`src/rtl/lpi_pkg.sv`:
```
package lpi_pkg;
  // Window span selection, latched with each trigger.
  typedef enum logic {
    SPAN_X2 = 1'b0,
    SPAN_X3 = 1'b1
  } span_t;

  typedef enum logic {
    WIN_IDLE = 1'b0,
    WIN_OPEN = 1'b1
  } win_state_t;
endpackage

```
`src/rtl/lpi_history.sv`:
```
module lpi_history #(
  parameter int SAMPLE_W = 16,
  parameter int BASE_LEN = 100,
  parameter int SUM_W    = 23
) (
  input  logic                       clk,
  input  logic                       rst_n,
  input  logic                       push,
  input  logic signed [SAMPLE_W-1:0] din,
  output logic signed [SUM_W-1:0]    base_sum,
  output logic                       full
);
  localparam int PTR_W  = (BASE_LEN > 1) ? $clog2(BASE_LEN) : 1;
  localparam int FILL_W = $clog2(BASE_LEN + 1);

  logic signed [SAMPLE_W-1:0] ring [BASE_LEN];
  logic [PTR_W-1:0]           wptr;
  logic [FILL_W-1:0]          fill;
  logic signed [SAMPLE_W-1:0] oldest;

  assign full   = (fill == FILL_W'(BASE_LEN));
  // Until the ring is full the slot being written holds nothing counted.
  assign oldest = full ? ring[wptr] : '0;

  always_ff @(posedge clk) begin
    if (push) ring[wptr] <= din;
  end

  always_ff @(posedge clk or negedge rst_n) begin
    if (!rst_n) begin
      wptr     <= '0;
      fill     <= '0;
      base_sum <= '0;
    end else if (push) begin
      base_sum <= base_sum + SUM_W'(din) - SUM_W'(oldest);
      wptr     <= (wptr == PTR_W'(BASE_LEN - 1)) ? '0 : wptr + 1'b1;
      if (!full) fill <= fill + 1'b1;
    end
  end

  AST_FULL_STAYS: assert property (@(posedge clk) disable iff (!rst_n)
    full |=> full);
  AST_FILL_STEP: assert property (@(posedge clk) disable iff (!rst_n)
    (push && !full) |=> (fill == $past(fill) + 1'b1));
endmodule

```
`src/rtl/lpi_window.sv`:
```
module lpi_window
  import lpi_pkg::*;
#(
  parameter int SAMPLE_W = 16,
  parameter int BASE_LEN = 100,
  parameter int BASE_W   = 23,
  parameter int RES_W    = 26
) (
  input  logic                       clk,
  input  logic                       rst_n,
  input  logic                       push,
  input  logic signed [SAMPLE_W-1:0] din,
  input  logic                       trig,
  input  logic                       hist_full,
  input  logic signed [BASE_W-1:0]   base_sum,
  input  logic                       cfg_long,
  input  logic                       res_ready,
  output logic                       res_valid,
  output logic signed [RES_W-1:0]    res_data,
  output logic                       close_now,
  output logic signed [RES_W-1:0]    res_next,
  output logic                       overrun
);
  localparam int LEN_X2 = 2 * BASE_LEN;
  localparam int LEN_X3 = 3 * BASE_LEN;
  localparam int CNT_W  = $clog2(LEN_X3 + 1);

  win_state_t               state;
  logic [CNT_W-1:0]         cnt;
  logic signed [RES_W-1:0]  psum;
  logic signed [BASE_W-1:0] base_hold;
  span_t                    span_hold;

  logic                     trig_ok;
  logic                     in_win;
  logic [CNT_W-1:0]         cur_cnt;
  logic signed [RES_W-1:0]  cur_psum;
  logic signed [BASE_W-1:0] cur_base;
  span_t                    cur_span;
  logic [CNT_W-1:0]         last_idx;
  logic signed [RES_W-1:0]  base_ext;
  logic signed [RES_W-1:0]  base_scaled;
  logic signed [RES_W-1:0]  din_ext;

  assign trig_ok  = trig && (state == WIN_IDLE) && hist_full;
  assign in_win   = (state == WIN_OPEN) || trig_ok;
  assign cur_cnt  = trig_ok ? '0 : cnt;
  assign cur_psum = trig_ok ? '0 : psum;
  assign cur_base = trig_ok ? base_sum : base_hold;
  assign cur_span = trig_ok ? span_t'(cfg_long) : span_hold;

  always_comb begin
    last_idx = (cur_span == SPAN_X3) ? CNT_W'(LEN_X3 - 1) : CNT_W'(LEN_X2 - 1);
    base_ext = RES_W'(cur_base);
    if (cur_span == SPAN_X3) base_scaled = (base_ext <<< 1) + base_ext;
    else                     base_scaled = base_ext <<< 1;
  end

  assign din_ext   = RES_W'(din);
  assign close_now = push && in_win && (cur_cnt == last_idx);
  assign res_next  = cur_psum + din_ext - base_scaled;

  always_ff @(posedge clk or negedge rst_n) begin
    if (!rst_n) begin
      state     <= WIN_IDLE;
      cnt       <= '0;
      psum      <= '0;
      base_hold <= '0;
      span_hold <= SPAN_X2;
      overrun   <= 1'b0;
    end else begin
      if (trig && (state == WIN_OPEN)) overrun <= 1'b1;
      if (trig_ok) begin
        base_hold <= base_sum;
        span_hold <= span_t'(cfg_long);
      end
      if (close_now) begin
        state <= WIN_IDLE;
        cnt   <= '0;
        psum  <= '0;
      end else begin
        if (trig_ok) state <= WIN_OPEN;
        if (push && in_win) begin
          cnt  <= cur_cnt + 1'b1;
          psum <= cur_psum + din_ext;
        end else if (trig_ok) begin
          cnt  <= '0;
          psum <= '0;
        end
      end
    end
  end

  always_ff @(posedge clk or negedge rst_n) begin
    if (!rst_n) begin
      res_valid <= 1'b0;
      res_data  <= '0;
    end else if (close_now) begin
      res_valid <= 1'b1;
      res_data  <= res_next;
    end else if (res_ready) begin
      res_valid <= 1'b0;
    end
  end

  AST_NO_EARLY_RESULT: assert property (@(posedge clk) disable iff (!rst_n)
    close_now |-> hist_full);
  AST_OVERRUN_STICKY: assert property (@(posedge clk) disable iff (!rst_n)
    overrun |=> overrun);
  AST_TRIG_IN_WINDOW: assert property (@(posedge clk) disable iff (!rst_n)
    (trig && state == WIN_OPEN) |=> overrun);
  AST_RES_HOLD: assert property (@(posedge clk) disable iff (!rst_n)
    (res_valid && !res_ready) |=> (res_valid && $stable(res_data)));
endmodule

```
`src/rtl/lpi_accum.sv`:
```
module lpi_accum #(
  parameter int RES_W = 26,
  parameter int CNT_W = 12,
  parameter int ACC_W = 38
) (
  input  logic                    clk,
  input  logic                    rst_n,
  input  logic                    add,
  input  logic signed [RES_W-1:0] value,
  input  logic [CNT_W-1:0]        cfg_pulses,
  input  logic                    acc_ready,
  output logic                    acc_valid,
  output logic signed [ACC_W-1:0] acc_sum,
  output logic [CNT_W-1:0]        acc_count
);
  logic signed [ACC_W-1:0] run_sum;
  logic [CNT_W-1:0]        run_n;
  logic [CNT_W-1:0]        target;
  logic [CNT_W-1:0]        n_next;
  logic signed [ACC_W-1:0] sum_next;
  logic                    group_end;

  assign target    = (cfg_pulses == '0) ? CNT_W'(1) : cfg_pulses;
  assign n_next    = run_n + 1'b1;
  assign sum_next  = run_sum + ACC_W'(value);
  assign group_end = (n_next >= target);

  always_ff @(posedge clk or negedge rst_n) begin
    if (!rst_n) begin
      run_sum   <= '0;
      run_n     <= '0;
      acc_valid <= 1'b0;
      acc_sum   <= '0;
      acc_count <= '0;
    end else if (add) begin
      if (group_end) begin
        acc_valid <= 1'b1;
        acc_sum   <= sum_next;
        acc_count <= n_next;
        run_sum   <= '0;
        run_n     <= '0;
      end else begin
        run_sum <= sum_next;
        run_n   <= n_next;
        if (acc_ready) acc_valid <= 1'b0;
      end
    end else if (acc_ready) begin
      acc_valid <= 1'b0;
    end
  end

  AST_ACC_COUNT_NZ: assert property (@(posedge clk) disable iff (!rst_n)
    acc_valid |-> (acc_count != '0));
  AST_ACC_HOLD: assert property (@(posedge clk) disable iff (!rst_n)
    (acc_valid && !acc_ready) |=> (acc_valid && $stable(acc_sum) && $stable(acc_count)));
endmodule

```
`src/rtl/loss_pulse_integrator.sv`:
```
module loss_pulse_integrator #(
  parameter int SAMPLE_W   = 16,
  parameter int BASE_LEN   = 100,
  parameter int MAX_PULSES = 3600,
  localparam int CNT_W  = $clog2(MAX_PULSES + 1),
  localparam int BASE_W = SAMPLE_W + $clog2(BASE_LEN + 1),
  localparam int RES_W  = SAMPLE_W + $clog2(3 * BASE_LEN + 1) + 1,
  localparam int ACC_W  = RES_W + CNT_W
) (
  input  logic                       clk,
  input  logic                       rst_n,
  input  logic                       s_valid,
  output logic                       s_ready,
  input  logic signed [SAMPLE_W-1:0] s_data,
  input  logic                       trig,
  input  logic                       cfg_long,
  input  logic [CNT_W-1:0]           cfg_pulses,
  output logic                       res_valid,
  input  logic                       res_ready,
  output logic signed [RES_W-1:0]    res_data,
  output logic                       acc_valid,
  input  logic                       acc_ready,
  output logic signed [ACC_W-1:0]    acc_sum,
  output logic [CNT_W-1:0]           acc_count,
  output logic                       overrun
);
  logic                     push;
  logic                     hist_full;
  logic signed [BASE_W-1:0] base_sum;
  logic                     close_now;
  logic signed [RES_W-1:0]  res_next;

  assign s_ready = !(res_valid && !res_ready) && !(acc_valid && !acc_ready);
  assign push    = s_valid && s_ready;

  lpi_history #(
    .SAMPLE_W(SAMPLE_W), .BASE_LEN(BASE_LEN), .SUM_W(BASE_W)
  ) u_hist (
    .clk(clk), .rst_n(rst_n), .push(push), .din(s_data),
    .base_sum(base_sum), .full(hist_full)
  );

  lpi_window #(
    .SAMPLE_W(SAMPLE_W), .BASE_LEN(BASE_LEN), .BASE_W(BASE_W), .RES_W(RES_W)
  ) u_win (
    .clk(clk), .rst_n(rst_n), .push(push), .din(s_data), .trig(trig),
    .hist_full(hist_full), .base_sum(base_sum), .cfg_long(cfg_long),
    .res_ready(res_ready), .res_valid(res_valid), .res_data(res_data),
    .close_now(close_now), .res_next(res_next), .overrun(overrun)
  );

  lpi_accum #(
    .RES_W(RES_W), .CNT_W(CNT_W), .ACC_W(ACC_W)
  ) u_acc (
    .clk(clk), .rst_n(rst_n), .add(close_now), .value(res_next),
    .cfg_pulses(cfg_pulses), .acc_ready(acc_ready), .acc_valid(acc_valid),
    .acc_sum(acc_sum), .acc_count(acc_count)
  );

  AST_STALL_ON_HELD: assert property (@(posedge clk) disable iff (!rst_n)
    ((res_valid && !res_ready) || (acc_valid && !acc_ready)) |-> !s_ready);
  AST_NO_PUSH_STALLED: assert property (@(posedge clk) disable iff (!rst_n)
    (res_valid && !res_ready) |=> res_valid);
endmodule

```
`config.mk`:
```
export PLATFORM = sky130hd
export DESIGN_NAME = loss_pulse_integrator
export DESIGN_NICKNAME = d
export VERILOG_FILES = /design/src/rtl/lpi_pkg.sv /design/src/rtl/lpi_history.sv /design/src/rtl/lpi_window.sv /design/src/rtl/lpi_accum.sv /design/src/rtl/loss_pulse_integrator.sv
export SDC_FILE = /design/constraint.sdc
export NUM_CORES = 2
export LEC_CHECK = 0
export BUFFER_PORTS_ARGS = -buffer_cell sky130_fd_sc_hd__buf_2
export CAP_MARGIN = 10
export CELL_PAD_IN_SITES_DETAIL_PLACEMENT = 1
export CELL_PAD_IN_SITES_GLOBAL_PLACEMENT = 2
export CORE_MARGIN = 2
export CORE_UTILIZATION = 25
export DETAILED_ROUTE_END_ITERATION = 16
export MAX_ROUTING_LAYER = met4
export PLACE_DENSITY = 0.5
export SYNTH_ARGS = -nofsm -noshare
export SYNTH_HDL_FRONTEND = slang
export SYNTH_SLANG_ARGS = --single-unit
```
`constraint.sdc`:
```
create_clock -name clk -period 10.09 [get_ports clk]
set_input_delay 0.5045 -clock clk [delete_from_list [all_inputs] [get_ports clk]]
set_output_delay 0.5045 -clock clk [all_outputs]
set_load 0.02 [all_outputs]
```
==> results.yml <==
routing:
  drt-pass1-iter-count: 5
  viasPerCell: 4.966
  vias: 46870
  wirelength_um: 269100
  postRouteAntennaNets: 0
  route.detailed.drc: 0
  wl_per_cell_um: 28.51
  first_iter_violations: 4228
cts:
  root_buffer: "clkbuf_16"
  postCtsSetupBuffers: 0
  cts_hold_buf: 5
  cts-resized-gates: 0
  clk_pin_slew_worst_paths_ns: 0.06
  clk_latency_ns: 0.91
  cts_made_buffers: 212
  htreeDepth: 4
  clockBufferDepth: 4
  cts_num_sinks: 1826
  cts_tree: "done"
die:
  rows: 200
  die_area_sq_um: 302400
  core-area_sq_um: 296800
  io_pins: 115
  die_w_um: 549.9
  die_h_um: 549.9
  start_util_pct: 25.10
critical_path:
  crit_path_start_kind: "register"
  reg2reg_setup_slack_ns: 0.67
  critical_path_cell_count: 39
  critPathArrivalTime_ns: 10.17
  cp_common_cell: "a21oi_1"
  path_class: "reg2reg"
  end_kind: "register"
  path_buf_inv: 3
  r2r_cells: 39
  crit_required_ns: 10.84
  critPathLaunch: "u_hist.fill[0]"
  r2r-start: "u_hist.fill[0]"
  reg2reg_to: "u_acc.run_sum[37]"
  cp_top_family: "compound AO/OA/AOI/OAI gates"
  slowest_stage: "a2111o_1"
  cp_max_fo: 18
  crit_end: "u_acc.run_sum[37]"
  cpPeakStageDelay_ns: 0.42
placement:
  place.gp.congestion: 0.7804
  place_area_sq_um: 81230
  port_buffers: 114
  dp_hpwl_um: 166400
sta:
  fin_crit_ns: 9.419
  fmax_mhz: 106.2
  rsz0062_at_grt: "false"
  fin_setup_tns_ns: 0
  worst_slew_pin_slew_ns: 1.337
  post-route-period-util_pct: 93.35
  setup_violations: 0
  drv_slew: 0
  slew_headroom_pct: 10.15
  hold_violations: 0
  clock-skew-final_ns: 0.09763
yosys:
  synthArstFlopShare_pct: 12.38
  synth.net_count: 5242
  ys.flop_type: "edfxtp_1"
  synth_edf_count: 1600
  yosys_register_bits: 1826
  synth_cells: 5031
  ys_seq_area_share_pct: 72.08
  ys.warnings.count: 0
  synth.distinct_cells: 84
  syn-cell-area_sq_um: 74510
  avgSynthCellArea_sq_um: 14.81
layout:
  final_util_pct: 29.69
  fin_nets: 5534
  stdcell_area_sq_um: 88100
  area_growth_syn_to_layout_pct: 18.25
  fillers: 31300
  drive_above_1_share_pct: 13.87
status:
  status: "finished clean"
hold_path:
  hold_path_class: "in2reg"
global_route:
  grt_usage_pct: 17.98
  grt_pass1_wl_um: 379400
  antenna_found_initial: 25
  overflow: 0
  grt_pass1_vias: 47950
  grt_max_degree: 112
run:
  max_cap_violations: 0
power:
  pwr_density_cell_nw_per_um2: 237.7
  vdd_drop_max_mv: 0.1701
  leakage_uw: 0.03010
[cells in the mapped netlist, types with 141 or more instances]
cell type	instances	share of area (%)
a21oi_1	157	1.1
a22o_1	158	1.9
ha_1	151	2.5
a22oi_1	496	5.0
inv_1	141	0.71
clkbuf_1	236	1.2
dfrtp_1	226	7.6
a221oi_1	141	1.7
o21ai_0	165	1.1
nand2_1	400	2.0
edfxtp_1	1600	64
nor2_1	211	1.1
[state kept, by name, indices dropped and copies added (netlist names), named ones only]
signal	cells
u_win.psum	26
u_win.base_hold	22
u_acc.acc_valid	1
u_acc.run_sum	38
u_win.span_hold	1
u_hist.base_sum	23
u_win.cnt	9
u_acc.acc_count	12
u_win.res_valid	1
u_win.res_data	26
u_hist.fill	7
u_hist.ring	1600
u_win.state	1
u_hist.wptr	7
u_win.overrun	1
u_acc.run_n	12
u_acc.acc_sum	38
[routing by layer]
metal  wire (um)  vias up  track usage, %  part of all wire [%]
li1            -    20540               -                     -
met1      128300    24900           25.35                    48
met2      122000     1124           27.41                    45
met3       12230      295           1.943                   4.5
met4        6454        0           4.836                   2.4
met5           0        -               -                     0
[worst min path at each step]
stage                             from                  to  depth (start not counted)  slack, ns
finish                       s_data[7]  u_hist.ring[36][7]                          1       0.09
CTS                          s_data[7]  u_hist.ring[37][7]                          1       0.02
global placement    u_win.res_data[16]  u_win.res_data[16]                          2       0.45
floorplan                        rst_n           async pin                          0       0.21
global route                 s_data[7]  u_hist.ring[35][7]                          1       0.05
detailed placement       u_win.overrun       u_win.overrun                          1       0.44
[per-stage QoR]
step / power (uW) / worst slack [ns] / std cells / hold slack, ns
5_1_grt: 21770 / 0.02216 / 9433 / 0.05278
2_1_floorplan: 11130 / 1.623 / 5031 / 0.2089
3_5_place_dp: 13440 / 0.6788 / 9043 / 0.4393
4_1_cts: 21190 / 0.6579 / 9431 / 0.01723
3_3_place_gp: 13420 / 0.6436 / 9041 / 0.4484
6_report: 20940 / 0.6710 / 9438 / 0.09194
[report_power, final]
group          total, uW  internal [uW]  switching, uW  leakage, uW
Combinational       4670           1380           3290      0.00932
Clock               7700           4460           3240      0.00331
Sequential          8570           8420            144       0.0175
Total              20900          14300           6670       0.0301
[area by class of cell]
class | count | area, sq um | share of cell area (%)
Antenna cell | 7 | 17.52 | 0.01988
Clock buffer | 260 | 5588 | 6.342
Clock inverter | 123 | 1224 | 1.389
Inverter | 142 | 533.0 | 0.6050
Multi-Input combinational cell | 2779 | 19400 | 22.01
Sequential cell | 1826 | 53710 | 60.96
Tap cell | 3939 | 4928 | 5.594
Timing Repair Buffer | 362 | 2711 | 3.077
[cells in the final DEF, fill, tap and decap left out, drive strengths merged, types with 21 or more instances in the layout]
| cell | n |
|---|---|
| edfxtp | 1600 |
| a22oi | 496 |
| nand2 | 400 |
| buf | 357 |
| clkbuf | 260 |
| dfrtp | 226 |
| nor2 | 213 |
| o21ai | 170 |
| a21oi | 160 |
| a22o | 158 |
| inv | 152 |
| ha | 151 |
| a221oi | 141 |
| a31oi | 112 |
| nand4 | 107 |
| xnor2 | 91 |
| clkinv | 79 |
| xor2 | 57 |
| a21o | 53 |
| nand3 | 53 |
| nor3 | 41 |
| and2 | 31 |
| o31ai | 26 |
| o211ai | 26 |
| fa | 25 |
| o21a | 21 |
| bufinv | 21 |
[worst reg2reg max path, delay by kind of cell (launching register included)]
kind | cells | cell delay [ns]
adders and majority gates | 4 | 1.28
buffers and inverters | 3 | 0.56
and+or+nand+nor | 6 | 1.12
AOI/OAI and AO/OA | 24 | 5.53
DFF | 1 | 0.40
xor gates and xnor gates | 2 | 0.42
[cells by family after synthesis]
group,count (synthesis),synth area share [%]
compound gates,1471,14.22
xor+xnor,149,1.770
fa+ha+maj,177,3.221
buf+inv,426,2.161
flops,1826,72.08
mux,35,0.7490
simple gates,947,5.807
Power figures use the tool's default switching activity.
